$ cat src/rtl/uirq_pkg.sv
package uirq_pkg;
  localparam int CODE_W = 6;
  localparam int STAT_W = CODE_W + 2;
  localparam int NSRC   = 7;

  localparam int SRC_LSR  = 0;
  localparam int SRC_RXD  = 1;
  localparam int SRC_TMO  = 2;
  localparam int SRC_THR  = 3;
  localparam int SRC_MSR  = 4;
  localparam int SRC_XOFF = 5;
  localparam int SRC_FLOW = 6;

  localparam logic [CODE_W-1:0] CODE_NONE = CODE_W'(6'h01);

  // status code for each source index
  function automatic logic [CODE_W-1:0] src_code(input int idx);
    case (idx)
      SRC_LSR:  return CODE_W'(6'h06);
      SRC_RXD:  return CODE_W'(6'h04);
      SRC_TMO:  return CODE_W'(6'h0C);
      SRC_THR:  return CODE_W'(6'h02);
      SRC_MSR:  return CODE_W'(6'h00);
      SRC_XOFF: return CODE_W'(6'h10);
      SRC_FLOW: return CODE_W'(6'h20);
      default:  return CODE_NONE;
    endcase
  endfunction

  // rank k (0 = highest priority) to source index; time-out outranks data
  function automatic int prio_slot(input int k);
    case (k)
      0:       return SRC_LSR;
      1:       return SRC_TMO;
      2:       return SRC_RXD;
      3:       return SRC_THR;
      4:       return SRC_MSR;
      5:       return SRC_XOFF;
      default: return SRC_FLOW;
    endcase
  endfunction

  // transmit trigger selection to byte count
  function automatic int tx_level(input logic [1:0] sel);
    case (sel)
      2'd0:    return 16;
      2'd1:    return 8;
      2'd2:    return 24;
      default: return 30;
    endcase
  endfunction
endpackage

$ cat src/rtl/uirq_pend.sv
module uirq_pend (
  input  logic clk,
  input  logic rst_n,
  input  logic set_i,
  input  logic clr_i,
  output logic pend_o
);
  // set has precedence over clear
  always_ff @(posedge clk or negedge rst_n) begin
    if (!rst_n)     pend_o <= 1'b0;
    else if (set_i) pend_o <= 1'b1;
    else if (clr_i) pend_o <= 1'b0;
  end

  p_hold_r7: assert property (@(posedge clk) disable iff (!rst_n)
    (pend_o && !clr_i) |=> pend_o);

  p_set_wins_r11: assert property (@(posedge clk) disable iff (!rst_n)
    set_i |=> pend_o);
endmodule

$ cat src/rtl/uirq_prio.sv
module uirq_prio
  import uirq_pkg::*;
(
  input  logic [NSRC-1:0]   act_i,
  output logic [NSRC-1:0]   win_o,
  output logic [CODE_W-1:0] code_o,
  output logic              any_o
);
  always_comb begin
    win_o  = '0;
    code_o = CODE_NONE;
    for (int k = NSRC - 1; k >= 0; k--) begin
      if (act_i[prio_slot(k)]) begin
        win_o              = '0;
        win_o[prio_slot(k)] = 1'b1;
        code_o             = src_code(prio_slot(k));
      end
    end
  end

  assign any_o = |act_i;
endmodule

$ cat src/rtl/uirq_txlvl.sv
module uirq_txlvl #(
  parameter int LVL_W = 5
) (
  input  logic [1:0]       sel_i,
  output logic [LVL_W-1:0] lvl_o
);
  import uirq_pkg::*;
  assign lvl_o = LVL_W'(tx_level(sel_i));
endmodule

$ cat src/rtl/uirq_status_top.sv
module uirq_status_top
  import uirq_pkg::*;
#(
  parameter int LVL_W = 5
) (
  input  logic              clk,
  input  logic              rst_n,
  input  logic              fifo_en_i,
  input  logic              enh_en_i,
  input  logic [NSRC-1:0]   src_en_i,
  input  logic              lsr_evt_i,
  input  logic              lsr_rd_i,
  input  logic              rx_trig_i,
  input  logic              tmo_evt_i,
  input  logic              rx_rd_i,
  input  logic              thr_evt_i,
  input  logic              thr_wr_i,
  input  logic              msr_evt_i,
  input  logic              msr_rd_i,
  input  logic              xoff_det_i,
  input  logic              xon_det_i,
  input  logic              flow_evt_i,
  input  logic              isr_rd_i,
  input  logic [1:0]        txlvl_sel_i,
  output logic [STAT_W-1:0] isr_o,
  output logic              irq_o,
  output logic [LVL_W-1:0]  tx_trig_lvl_o
);
  logic [NSRC-1:0]   set_v;
  logic [NSRC-1:0]   clr_v;
  logic [NSRC-1:0]   pend_v;
  logic [NSRC-1:0]   gate_v;
  logic [NSRC-1:0]   act_v;
  logic [NSRC-1:0]   win_v;
  logic [CODE_W-1:0] cur_code;
  logic              any_act;
  logic              rd_hit_thr;
  logic              rd_hit_flow;

  // a status read services only the source whose code it returned
  assign rd_hit_thr  = isr_rd_i && win_v[SRC_THR];
  assign rd_hit_flow = isr_rd_i && win_v[SRC_FLOW];

  assign set_v[SRC_LSR]  = lsr_evt_i;
  assign clr_v[SRC_LSR]  = lsr_rd_i;
  assign set_v[SRC_RXD]  = rx_trig_i;
  assign clr_v[SRC_RXD]  = ~rx_trig_i;
  assign set_v[SRC_TMO]  = tmo_evt_i;
  assign clr_v[SRC_TMO]  = rx_rd_i;
  assign set_v[SRC_THR]  = thr_evt_i;
  assign clr_v[SRC_THR]  = thr_wr_i | rd_hit_thr;
  assign set_v[SRC_MSR]  = msr_evt_i;
  assign clr_v[SRC_MSR]  = msr_rd_i;
  assign set_v[SRC_XOFF] = xoff_det_i;
  assign clr_v[SRC_XOFF] = xon_det_i;
  assign set_v[SRC_FLOW] = flow_evt_i;
  assign clr_v[SRC_FLOW] = rd_hit_flow;

  for (genvar i = 0; i < NSRC; i++) begin : g_src
    uirq_pend u_pend (
      .clk    (clk),
      .rst_n  (rst_n),
      .set_i  (set_v[i]),
      .clr_i  (clr_v[i]),
      .pend_o (pend_v[i])
    );
    if (i == SRC_XOFF || i == SRC_FLOW) begin : g_enh
      assign gate_v[i] = src_en_i[i] & enh_en_i;
    end else begin : g_std
      assign gate_v[i] = src_en_i[i];
    end
  end

  assign act_v = pend_v & gate_v;

  uirq_prio u_prio (
    .act_i  (act_v),
    .win_o  (win_v),
    .code_o (cur_code),
    .any_o  (any_act)
  );

  uirq_txlvl #(.LVL_W(LVL_W)) u_txlvl (
    .sel_i (txlvl_sel_i),
    .lvl_o (tx_trig_lvl_o)
  );

  assign isr_o = {{2{fifo_en_i}}, cur_code};
  assign irq_o = any_act;

  p_prio_top_r2: assert property (@(posedge clk) disable iff (!rst_n)
    (pend_v[SRC_LSR] && src_en_i[SRC_LSR]) |-> isr_o[CODE_W-1:0] == CODE_W'(6'h06));

  p_tie_r3: assert property (@(posedge clk) disable iff (!rst_n)
    (pend_v[SRC_TMO] && src_en_i[SRC_TMO]) |-> isr_o[CODE_W-1:0] != CODE_W'(6'h04));

  p_bit0_r4: assert property (@(posedge clk) disable iff (!rst_n)
    irq_o == !isr_o[0]);

  p_upper_r5: assert property (@(posedge clk) disable iff (!rst_n)
    isr_o[STAT_W-1:STAT_W-2] == {2{fifo_en_i}});

  p_enh_gate_r6: assert property (@(posedge clk) disable iff (!rst_n)
    !enh_en_i |-> isr_o[5:4] == 2'b00);

  p_thr_clr_r9: assert property (@(posedge clk) disable iff (!rst_n)
    (isr_rd_i && isr_o[CODE_W-1:0] == CODE_W'(6'h02) && !thr_evt_i)
      |=> !pend_v[SRC_THR]);

  p_mask_r10: assert property (@(posedge clk) disable iff (!rst_n)
    !src_en_i[SRC_MSR] |-> isr_o[CODE_W-1:0] != CODE_W'(6'h00));

  p_lvl_r12: assert property (@(posedge clk) disable iff (!rst_n)
    tx_trig_lvl_o == LVL_W'(8) || tx_trig_lvl_o == LVL_W'(16) ||
    tx_trig_lvl_o == LVL_W'(24) || tx_trig_lvl_o == LVL_W'(30));

  p_flow_clr_r13: assert property (@(posedge clk) disable iff (!rst_n)
    (isr_rd_i && isr_o[CODE_W-1:0] == CODE_W'(6'h20) && !flow_evt_i)
      |=> !pend_v[SRC_FLOW]);
endmodule

$ cat config.mk
export PLATFORM = sky130hd
export DESIGN_NAME = uirq_status_top
export DESIGN_NICKNAME = d
export VERILOG_FILES = /design/src/rtl/uirq_pkg.sv /design/src/rtl/uirq_pend.sv /design/src/rtl/uirq_prio.sv /design/src/rtl/uirq_txlvl.sv /design/src/rtl/uirq_status_top.sv
export SDC_FILE = /design/constraint.sdc
export NUM_CORES = 1
export LEC_CHECK = 0
export CORE_AREA = 2 2 44 46
export CTS_CLUSTER_SIZE = 20
export DETAILED_ROUTE_END_ITERATION = 12
export DIE_AREA = 0 0 46 48
export PLACE_DENSITY = 0.76
export REMOVE_ABC_BUFFERS = 1
export SETUP_SLACK_MARGIN = 0.2
export SYNTH_ARGS = -nofsm -noshare
export SYNTH_HDL_FRONTEND = slang
export SYNTH_SLANG_ARGS = --single-unit
$ cat constraint.sdc
create_clock -name clk -period 2 [get_ports clk]
set_clock_uncertainty 0.2 [all_clocks]
set_input_delay 0.6 -clock clk [delete_from_list [all_inputs] [get_ports clk]]
set_output_delay 0.6 -clock clk [all_outputs]
set_load 0.02 [all_outputs]
======== Word level (Yosys, flattened, before mapping) ========
Index checks and enable logic that the tools add are counted.
word-level totals
  input bits .............................. 26
  logic and storage cells ................. 149
  flip-flop bits (word level) ............. 7
  output and inout port bits .............. 14
cells by class
  eq/ne operators ......................... 44
  $lt $le $gt $ge ......................... 14
  mux-type cells .......................... 56
  bitwise logic cells ..................... 4
  reductions and logical operators ........ 24
operators with widths
  kind                                                                     count
  32-bit by 3-bit equality test with 1-bit output (second input constant)  21
  32-bit by 2-bit equality test with 1-bit output (second input constant)  14
  6-bit case mux with 7 select lines                                       7
  32-bit by 1-bit equality test with 1-bit output (second input constant)  7
  32-bit by 1-bit >= comparator with 1-bit output (second input constant)  7
  32-bit zero test                                                         7
  32-bit by 5-bit < comparator with 1-bit output (second input constant)   7
  32-bit 2-to-1 mux                                                        7
  7-bit 2-to-1 mux                                                         7
  6-bit 2-to-1 mux                                                         7
  1-bit demux with 3-bit select                                            7
  1-bit 2-to-1 mux                                                         20
  5-bit case mux with 3 select lines                                       1
  2-bit nonzero test                                                       6
  1-bit logical AND                                                        9
  7-bit AND                                                                1
  7-bit OR reduction                                                       1
  1-bit AND                                                                2
  2-bit by 1-bit equality test with 1-bit output (second input constant)   1
  2-bit equality test (second input constant)                              1
  2-bit zero test                                                          1
  1-bit bitwise OR                                                         1

======== Logic depth before layout (Yosys ltp) ========
Gate-level depths: netlist (run 1).
  depth after elaboration ................. 18
  mapped depth ............................ 3
  gate-level depth less buffers ........... 3

======== Cells and area by module ========
A second synthesis (run 1) with hierarchy kept.
second synthesis, totals
  cells, all modules ...................... 57
  area, all modules ....................... 528.0 µm²
by module, submodules not included
  module           cells an instance  seq. area each (µm²)  area an instance (µm²)  times used
  uirq_pend        3                  25.0                  36.3                    7
  uirq_prio        18                 0.0                   158.9                   1
  uirq_status_top  12                 0.0                   76.3                    1
  uirq_txlvl       6                  0.0                   38.8                    1

======== Least setup slack after synthesis (run 1) ========
OpenSTA, ideal clock, no wires.
  path kind ............................... input to output
  from .................................... input src_en_i[0]
  to ...................................... output isr_o[5]
  required time ........................... 1.200 ns
  data arrival time ....................... 1.554 ns
  buffers on the path ..................... 0
  setup slack ............................. -0.354 ns
  stages on the path ...................... 3
  cell sequence ........................... a222oi_1 nand3_1 nor2_1
between the ends
  word-level cells in the longest chain between the ends .. 2
RTL lines
  element           line                   source
  start, declared   uirq_status_top.sv:10  input logic [NSRC-1:0] src_en_i,
  7-bit AND         uirq_status_top.sv:74  assign act_v = pend_v & gate_v;
  6-bit 2-to-1 mux  uirq_prio.sv:13        if (act_i[prio_slot(k)]) begin
  end, declared     uirq_status_top.sv:25  output logic [STAT_W-1:0] isr_o,
No other way between the ends.

======== Worst setup path after layout (run 1) ========
  from .................................... input src_en_i[0]
  to ...................................... output isr_o[4]
The elaborated chain is that of the path after synthesis.

==> impl_metrics.toml, run 1 <==
[worst_setup_path]
r2r-start = "g_src[0].u_pend.pend_o$_DFFE_PN0P_"
crit_type = "in2out"
reg2regPathDepth = 5
endpoint = "isr_o[4]"
cp-start-kind = "primary input"
arrival_ns = 1.55
crit_start = "src_en_i[0]"
ff2ff_setup_slack_ns = 0.37
required_ns = 1.20
r2r-end = "g_src[3].u_pend.pend_o$_DFFE_PN0P_"
cp-end-kind = "output pin"
worst-path-max-fanout = 3

[timing]
finalWorstSetupSlack_ns = -0.3511
setup-tns-final_ns = -1.653
rsz0062_at_grt = "true"
fin_crit_sh = 1.176
setup_violations = 6
fmax_ghz = 0.4253
hold_viol = 0
min_period_ns = 2.351
drv_slew = 0

[flow_run]
maxCapViolCount = 0

[final_layout]
final_cell_mix = "clkdlybuf4s50_1 (16), buf_6 (14), buf_4 (10), dfrtp_1 (7), inv_1 (6)"
nets = 117
diodes = 0
area_growth_pct = 126.4
top_register = "g_src.u_pend.pend_o"
layout_commonest_cell = "clkdlybuf4s50_1"
fin_area_um2 = 912.1
largest_reg_flops = 7
drive_gt1_frac = 0.4889
largestRegisters = "g_src.u_pend.pend_o x7"
fillers = 145

[floorplanning]
rows = 15
dieHeight_um = 48
coreArea_um2 = 1689
dieWidth_um = 46
dieArea_um2 = 2208
io_pins = 40
initial_utilization = 0.2385

[clock_network]
cts_tree = "built"
numCtsBuffers = 3
cts.sinks = 7
clock_latency_ns = 0.24
htree_levels = 1
cts-root-buf = "clkbuf_4"
cts_hold_buf = 0
cts_buffer_depth = 2
post_cts_buffers = 0
clkTransAtPathRegs_ns = 0.05

[pwr]
internal-power_mw = 0.3248
comb_power_share = 0.374
power.switching_mw = 0.1233
p_total_mw = 0.4480
swShare = 0.2752
power_density_nw_per_um2 = 491.2
vdd_drop_max_mv = 0.2471
leakagePower_nw = 0.4342
p_clk_frac = 0.279
pwr-share-seq = 0.347

[global_routing]
overflow = 0
grt_use_total = 0.1149
grt_pass1_wl_mm = 1.711
antenna_found_initial = 0
first_global_vias = 437
grt_max_degree = 8

[placed_design]
place_ws_ns = -1.207
numPortBuffers = 35
gp_congestion = 0.7688
place_area_um2 = 819.5
dpl.hpwl_um = 963.1

[route]
vias = 500
vias_per_cell = 4.673
ant_nets = 0
dr.pass1.iters = 4
avgRoutedWirePerCell_um = 11.59
drt-initial-drc-count = 29
routed_wl_mm = 1.240
drc = 0

[synth]
synth-main-ff-cell = "dfrtp_1"
synth-async-reset-ratio = 1.000
syn_area_um2 = 402.9
ys_warn_count = 0
yosysSeqAreaShare = 0.4348
yosysUniqueCellTypes = 19
syn-mean-instance-area_um2 = 8.953
synth_edf_count = 0
synth_seq_cells = 7
synth_cells = 45

[status]
violations = "negative setup slack"
status = "complete, but fails checks"

[min_path]
hold_path.class = "reg2reg"
==> power groups by stage <==
stage	combinational (mW)	clock (mW)	sequential [mW]
6_report	0.167	0.125	0.156
5_1_grt	0.177	0.141	0.157
4_1_cts	0.158	0.131	0.155
3_5_place_dp	0.149	0	0.157
3_3_place_gp	0.147	0	0.157
2_1_floorplan	0.0471	0	0.157
==> cell type report <==
cell class	count	area, um^2	share of cell area
inverters	6	22.52	0.02469
repair buffers	45	429.2	0.4705
clock buffers	4	26.28	0.02881
multi-input cells	28	237.7	0.2606
well taps	17	21.27	0.02332
flip-flops and latches	7	175.2	0.1920
==> per-stage QoR <==
stage,util,hold WS [ns],instances
2_1_floorplan,-,0.1044,41
3_3_place_gp,0.4852,0.2693,103
3_5_place_dp,0.4852,0.2777,103
4_1_cts,0.5148,0.2903,107
5_1_grt,0.5400,0.3327,107
6_report,0.5400,0.3016,107
==> synth_stat cells, drive strengths merged, types with 2 or more instances <==
cell	number	area (um^2)
nand3	3	15.01
a21oi	2	10.01
buf	4	30.03
nand2	5	18.77
dfrtp	7	175.2
a21o	5	38.79
a22oi	2	15.01
nor2	2	7.510
inv	6	22.52
==> worst min path at each step <==
| stage | startpoint | endpoint | slack (ns) | cells after the start |
|---|---|---|---|---|
| global placement | g_src[5].u_pend.pend_o$_DFFE_PN0P_ | g_src[5].u_pend.pend_o$_DFFE_PN0P_ | 0.27 | 1 |
| finish | g_src[5].u_pend.pend_o$_DFFE_PN0P_ | g_src[5].u_pend.pend_o$_DFFE_PN0P_ | 0.30 | 1 |
| detailed placement | g_src[5].u_pend.pend_o$_DFFE_PN0P_ | g_src[5].u_pend.pend_o$_DFFE_PN0P_ | 0.28 | 1 |
| floorplan | rst_n | g_src[0].u_pend.pend_o$_DFFE_PN0P_ | 0.10 | 0 |
| CTS | g_src[5].u_pend.pend_o$_DFFE_PN0P_ | g_src[5].u_pend.pend_o$_DFFE_PN0P_ | 0.29 | 1 |
| global route | g_src[5].u_pend.pend_o$_DFFE_PN0P_ | g_src[5].u_pend.pend_o$_DFFE_PN0P_ | 0.33 | 1 |
==> kinds of logic (layout without fill, tap and decap cells) <==
family | Yosys count | count (layout) | synth area share
AO/OA/AOI/OAI | 13 | 13 | 0.2547
buffers and inverters | 10 | 55 | 0.1304
flip-flops | 7 | 7 | 0.4348
other | 1 | 1 | 0.009308
AND/OR/NAND/NOR | 14 | 14 | 0.1708
==> routing by layer <==
metal,track usage,part of all wire
met1,0.1230,0.39
met2,0.1833,0.50
met3,0.04528,0.099
met4,0.08571,0.0048
met5,0,0
==> repair_timing <==
item,in CTS,in global routing
endpoints found under the setup margin,13,9
pin swaps,8,5
resized for setup,99,11
==> worst max-delay path: stages <==
cell and delay (ns):
buf_6 0.09, a222oi_1 0.30, buf_4 0.20, nand3_4 0.11
nor2_4 0.13, buf_6 0.12
No activity file was read; power rests on OpenSTA's default activity.
==> inputs of run 2 (changes only) <==
--- a/config.mk
+++ b/config.mk
@@ -5,11 +5,12 @@
 export SDC_FILE = /design/constraint.sdc
 export NUM_CORES = 1
 export LEC_CHECK = 0
-export CORE_AREA = 2 2 44 46
+export CORE_AREA = 2 2 41 43
 export CTS_CLUSTER_SIZE = 20
 export DETAILED_ROUTE_END_ITERATION = 12
-export DIE_AREA = 0 0 46 48
-export PLACE_DENSITY = 0.76
+export DIE_AREA = 0 0 43 45
+export GPL_ROUTABILITY_DRIVEN = 1
+export PLACE_DENSITY = 0.82
 export REMOVE_ABC_BUFFERS = 1
 export SETUP_SLACK_MARGIN = 0.2
 export SYNTH_ARGS = -nofsm -noshare
==> constraint.sdc (replaced) <==
create_clock -name clk -period 2.6 [get_ports clk]
set_clock_uncertainty 0.2 [all_clocks]
set_input_delay 0.78 -clock clk [delete_from_list [all_inputs] [get_ports clk]]
set_output_delay 0.78 -clock clk [all_outputs]
set_load 0.02 [all_outputs]
==> run 2 against run 1 <==
  * The run still ends with negative setup slack left
  * First-iteration DRC count down 86%
  * Global-route usage up 2.8 points
  * Flip-flop and latch count unchanged
  * Critical endpoint is now irq_o
  * Largest power group unchanged
  * Highest routed layer is now met3
==> impl_metrics.toml, run 2 (synthesized netlist as in run 1, its figures left out) <==
[timing]
finalWorstSetupSlack_ns = -0.1097
min_period_ns = 2.710
hold_viol = 0
drv_slew = 0
rsz0062_at_grt = "true"
setup-tns-final_ns = -0.4126
setup_violations = 6
fin_crit_sh = 1.042
fmax_ghz = 0.3691

[final_layout]
final_cell_mix = "clkdlybuf4s50_1 (17), buf_6 (12), buf_4 (10), dfrtp_1 (7), inv_1 (6)"
area_growth_pct = 123.3
layout_commonest_cell = "clkdlybuf4s50_1"
final_cells = 108
top_register = "g_src.u_pend.pend_o"
largestRegisters = "g_src.u_pend.pend_o x7"
nets = 119
diodes = 0
drive_gt1_frac = 0.4457
largest_reg_flops = 7

[worst_setup_path]
cp-start-kind = "primary input"
crit_path_top_delay_cell = "a222oi_1"
crit_top_cell = "buf_6"
cp-end-kind = "output pin"
cp_cell_sequence = "buf_6 > a222oi_1 > buf_4 > nand2_2 > a21o_1 > buf_6"
crit_type = "in2out"
max_stage_delay_ns = 0.30
crit_family = "compound AO/OA/AOI/OAI gates"
required_ns = 1.62
worst-path-max-fanout = 3
critPathBufInv = 3
arrival_ns = 1.73

[pwr]
leakagePower_nw = 0.4253
vdd_drop_max_mv = 0.2282
power_density_nw_per_um2 = 379.5
p_total_mw = 0.3414

[flow_run]
maxCapViolCount = 0

[min_path]
hold_path.class = "reg2reg"

[route]
dr.pass1.iters = 4
routed_wl_mm = 1.246
vias = 498
avgRoutedWirePerCell_um = 11.54
vias_per_cell = 4.611
ant_nets = 0
drc = 0
drt-initial-drc-count = 4

[placed_design]
dpl.hpwl_um = 972.3
placed_cells = 99
numPortBuffers = 35
gp_congestion = 0.7345

[clock_network]
cts-root-buf = "clkbuf_4"
cts_hold_buf = 0
clock_latency_ns = 0.25
cts_buffer_depth = 2
htree_levels = 1
cts_tree = "built"
numCtsBuffers = 3
cts.sinks = 7
clkTransAtPathRegs_ns = 0.05

[floorplanning]
dieArea_um2 = 1935
io_pins = 40
coreArea_um2 = 1471
dieWidth_um = 43
rows = 14
initial_utilization = 0.2738
dieHeight_um = 45

[global_routing]
antenna_found_initial = 0
grt_max_degree = 8
first_global_vias = 500
use_met3 = 0.03600
grt_use_total = 0.1426
overflow = 0
grt.busiest_layer = "met2"
grt_pass1_wl_mm = 2.028
grt_use_met2 = 0.2697
grtUsageMet1 = 0.1457

[status]
violations = "negative setup slack"
status = "complete, but fails checks"
==> run 2: cell count changes in the layout (fill, tap and decap cells not counted) <==
cell             delta
a21oi_1             +1
a21oi_2             -1
and2_1              +1
and2_4              -1
buf_2               +2
buf_6               -2
clkdlybuf4s50_1     +1
dlygate4sd2_1       +2
dlymetal6s2s_1      -1
nand2_1             +1
nand2_4             -1
==> run 2: path summary, 6_finish.rpt <==
| check | startpoint | slack [ns] | depth (start not counted) | to |
|---|---|---|---|---|
| setup / recovery | src_en_i[0] | -0.11 | 6 | irq_o |
| hold / removal | g_src[4].u_pend.pend_o$_DFFE_PN0P_ | 0.31 | 1 | g_src[4].u_pend.pend_o$_DFFE_PN0P_ |
| setup reg to reg | g_src[0].u_pend.pend_o$_DFFE_PN0P_ | 0.83 | 6 | g_src[6].u_pend.pend_o$_DFFE_PN0P_ |
| hold reg to reg | g_src[4].u_pend.pend_o$_DFFE_PN0P_ | 0.31 | 1 | g_src[4].u_pend.pend_o$_DFFE_PN0P_ |
| max in group asynchronous | rst_n | 1.38 | 1 | g_src[5].u_pend.pend_o$_DFFE_PN0P_ |
| min in group asynchronous | rst_n | 0.59 | 1 | g_src[3].u_pend.pend_o$_DFFE_PN0P_ |
==> run 2: through the flow <==
stage	hold WS, ns	setup WS (ns)	util	area [um^2]
after global routing	0.3384	-0.1514	0.6114	899.6
after CTS	0.3289	-0.1281	0.6029	887.1
after floorplan	0.2529	-0.1140	-	372.9
final	0.3121	-0.1097	0.6114	899.6
after detailed placement	0.2798	-0.9516	0.5408	795.8
after global placement	0.2698	-0.8988	0.5408	795.8
==> run 2: routing by layer <==
layer  part of all wire  vias up
met4                  0        0
met5                  0        -
li1                   -      247
met3               0.10        0
met1               0.37      226
met2               0.53       25
==> run 2: report_power, final <==
part	switching (mW)	total [mW]	internal (mW)	leakage, nW
combinational	0.0508	0.124	0.0735	0.336
clock	0.0382	0.0966	0.0584	0.0150
sequential	0.00489	0.120	0.116	0.0744
total	0.0939	0.341	0.248	0.425
==> run 2: timing repair <==
item | in CTS | in global routing
gates resized for setup | 91 | 4
setup buffers | 4 | 1
endpoints found under the setup margin | 11 | 8
pin swaps | 8 | 5
endpoints found under the hold margin | 0 | 0
==> run 2: layout make-up <==
type	count	area, um^2
clock buffer	4	26.28
fill	123	571.8
inverter	6	22.52
multi-input combinational	28	224.0
sequential	7	175.2
tap	16	20.02
timing repair buffer	47	431.7
==> run 2: worst reg2reg max path: cells and delay by family (launching register included) <==
family / cells / cell delay [ns]
compound gates: 2 / 0.50
buf+inv: 3 / 0.47
flops: 1 / 0.38
simple gates: 1 / 0.10
==> inputs of run 3 (changes only) <==
==> constraint.sdc (replaced) <==
create_clock -name clk -period 2.6 [get_ports clk]
set_clock_uncertainty 0.2 [all_clocks]
set_input_delay 0.78 -clock clk [delete_from_list [all_inputs] [get_ports clk]]
set_output_delay 0.78 -clock clk [all_outputs]
set_load 0.01 [all_outputs]
==> run 3 against run 2 <==
  * The flow still finishes with violations (negative setup slack)
  * Design area is 3.8% lower
  * Via count shrank 1.2%
  * Flip-flop and latch count is the same
  * Sequential share of layout area is 0.76 points higher
  * Die area unchanged
  * Clock power about the same
  * Critical path depth unchanged
  * Register-to-register slack better by 0.04 ns
  * Global-route usage decreased by 0.17 points
  * Largest cell class unchanged
  * Largest power group is now sequential cells
==> impl_metrics.toml, run 3 (synthesized netlist as in run 1, its figures left out) <==
[status]
status = "complete, but fails checks"
violations = "negative setup slack"

[final_layout]
drive_gt1_frac = 0.4130
area_growth_pct = 114.9
diodes = 0
fillers = 136
largestRegisters = "g_src.u_pend.pend_o x7"
top_register = "g_src.u_pend.pend_o"
largest_reg_flops = 7
final_cell_mix = "clkdlybuf4s50_1 (17), buf_6 (9), buf_2 (9), buf_4 (8), dfrtp_1 (7)"
multi_input_area_um2 = 209.0
final-seq-area_um2 = 175.2
layout_commonest_cell = "clkdlybuf4s50_1"
nets = 119

[clock_network]
htree_levels = 1
clkTransAtPathRegs_ns = 0.05
cts_tree = "built"
numCtsBuffers = 3
cts_hold_buf = 0
cts_buffer_depth = 2
clock_latency_ns = 0.25
cts.sinks = 7
cts-root-buf = "clkbuf_4"

[global_routing]
grt_use_total = 0.1409
first_global_vias = 495
grt_max_degree = 8
grt_pass1_wl_mm = 2.007
overflow = 0
antenna_found_initial = 0

[floorplanning]
dieArea_um2 = 1935
rows = 14
dieWidth_um = 43
io_pins = 40
coreArea_um2 = 1471
dieHeight_um = 45
initial_utilization = 0.2738

[worst_setup_path]
arrival_ns = 1.72
cp-start-kind = "primary input"
worst-path-max-fanout = 3
r2r-end = "g_src[6].u_pend.pend_o$_DFFE_PN0P_"
required_ns = 1.62
ff2ff_setup_slack_ns = 0.87
cp-end-kind = "output pin"
crit_type = "in2out"
reg2regPathDepth = 6
r2r-start = "g_src[0].u_pend.pend_o$_DFFE_PN0P_"

[timing]
finalWorstSetupSlack_ns = -0.09908
fin_crit_sh = 1.038
fmax_ghz = 0.3705
setup_violations = 6
rsz0062_at_grt = "true"
drv_slew = 0
min_period_ns = 2.699
setup-tns-final_ns = -0.3217
hold_viol = 0
finalHoldWorstSlack_ns = 0.2998

[route]
dr.pass1.iters = 4
drc = 0
avgRoutedWirePerCell_um = 11.66
vias_per_cell = 4.556
drt-initial-drc-count = 5
vias = 492
routed_wl_mm = 1.259
ant_nets = 0

[placed_design]
gp_congestion = 0.7342
numPortBuffers = 35
dpl.hpwl_um = 972.3

[min_path]
hold_start = "g_src[5].u_pend.pend_o$_DFFE_PN0P_"
holdPathEnd = "g_src[5].u_pend.pend_o$_DFFE_PN0P_"
min_delay_path_depth = 1
hold_path.class = "reg2reg"

[pwr]
leakagePower_nw = 0.4219
vdd_drop_max_mv = 0.2252
power_density_nw_per_um2 = 377.3

[flow_run]
maxCapViolCount = 0
run 3: cell count changes in the layout (fill, tap and decap cells not counted):
| cell | delta |
|---|---|
| nor2_2 | +1 |
| buf_6 | -3 |
| clkdlybuf4s15_1 | +1 |
| nand2_2 | -1 |
| nand2_1 | +1 |
| buf_4 | -2 |
| buf_2 | +4 |
| nor2_1 | +1 |
| nor2_4 | -2 |
run 3: critical path: stages:
cell,delay (ns)
buf_6,0.09
a222oi_1,0.30
buf_4,0.20
nand2_2,0.06
a21o_1,0.17
buf_6,0.12
run 3: cell type report:
class / count / area share
clock buffer: 4 / 0.03035
inverter: 6 / 0.02601
multi-input combinational: 28 / 0.2413
sequential: 7 / 0.2023
tap: 16 / 0.02312
timing repair buffer: 47 / 0.4769
run 3: what timing repair did:
| action | 4_1_cts | 5_1_grt |
|---|---|---|
| gates resized for setup | 75 | 3 |
| pin swaps | 7 | 3 |
| buffers inserted | 4 | 1 |
| cloned | 0 | 0 |
| endpoints found under the setup margin | 11 | 8 |
run 3: power breakdown:
group	internal (mW)	switching, mW	leakage, nW
sequential	0.116	0.00475	0.0744
combinational	0.0696	0.0402	0.333
clock	0.0584	0.0382	0.0150
run 3: worst max-delay path by stage:
stage,from,endpoint,slack (ns),cells after the start
final,src_en_i[0],irq_o,-0.1,6
after global routing,src_en_i[0],irq_o,-0.14,6
after CTS,src_en_i[0],irq_o,-0.12,6
after detailed placement,src_en_i[0],isr_o[4],-0.88,6
after global placement,src_en_i[0],isr_o[5],-0.83,6
after floorplan,src_en_i[0],isr_o[5],0.008,3
run 3: per-stage QoR:
step / instance area, um^2 / utilization / total power, mW / setup slack (ns) / instances
floorplan: 372.9 / - / 0.1489 / 0.007980 / 41
global placement: 795.8 / 0.5408 / 0.2219 / -0.8309 / 99
detailed placement: 795.8 / 0.5408 / 0.2242 / -0.8836 / 99
CTS: 855.8 / 0.5816 / 0.3324 / -0.1188 / 107
global route: 865.8 / 0.5884 / 0.3480 / -0.1413 / 108
finish: 865.8 / 0.5884 / 0.3267 / -0.09908 / 108
run 3: layer usage:
layer,global-route usage,up-vias,share of wire
met5,0,-,0
met4,0.07273,0,0
met3,0.03600,0,0.095
met2,0.2667,25,0.52
met1,0.1432,222,0.39
li1,-,245,-
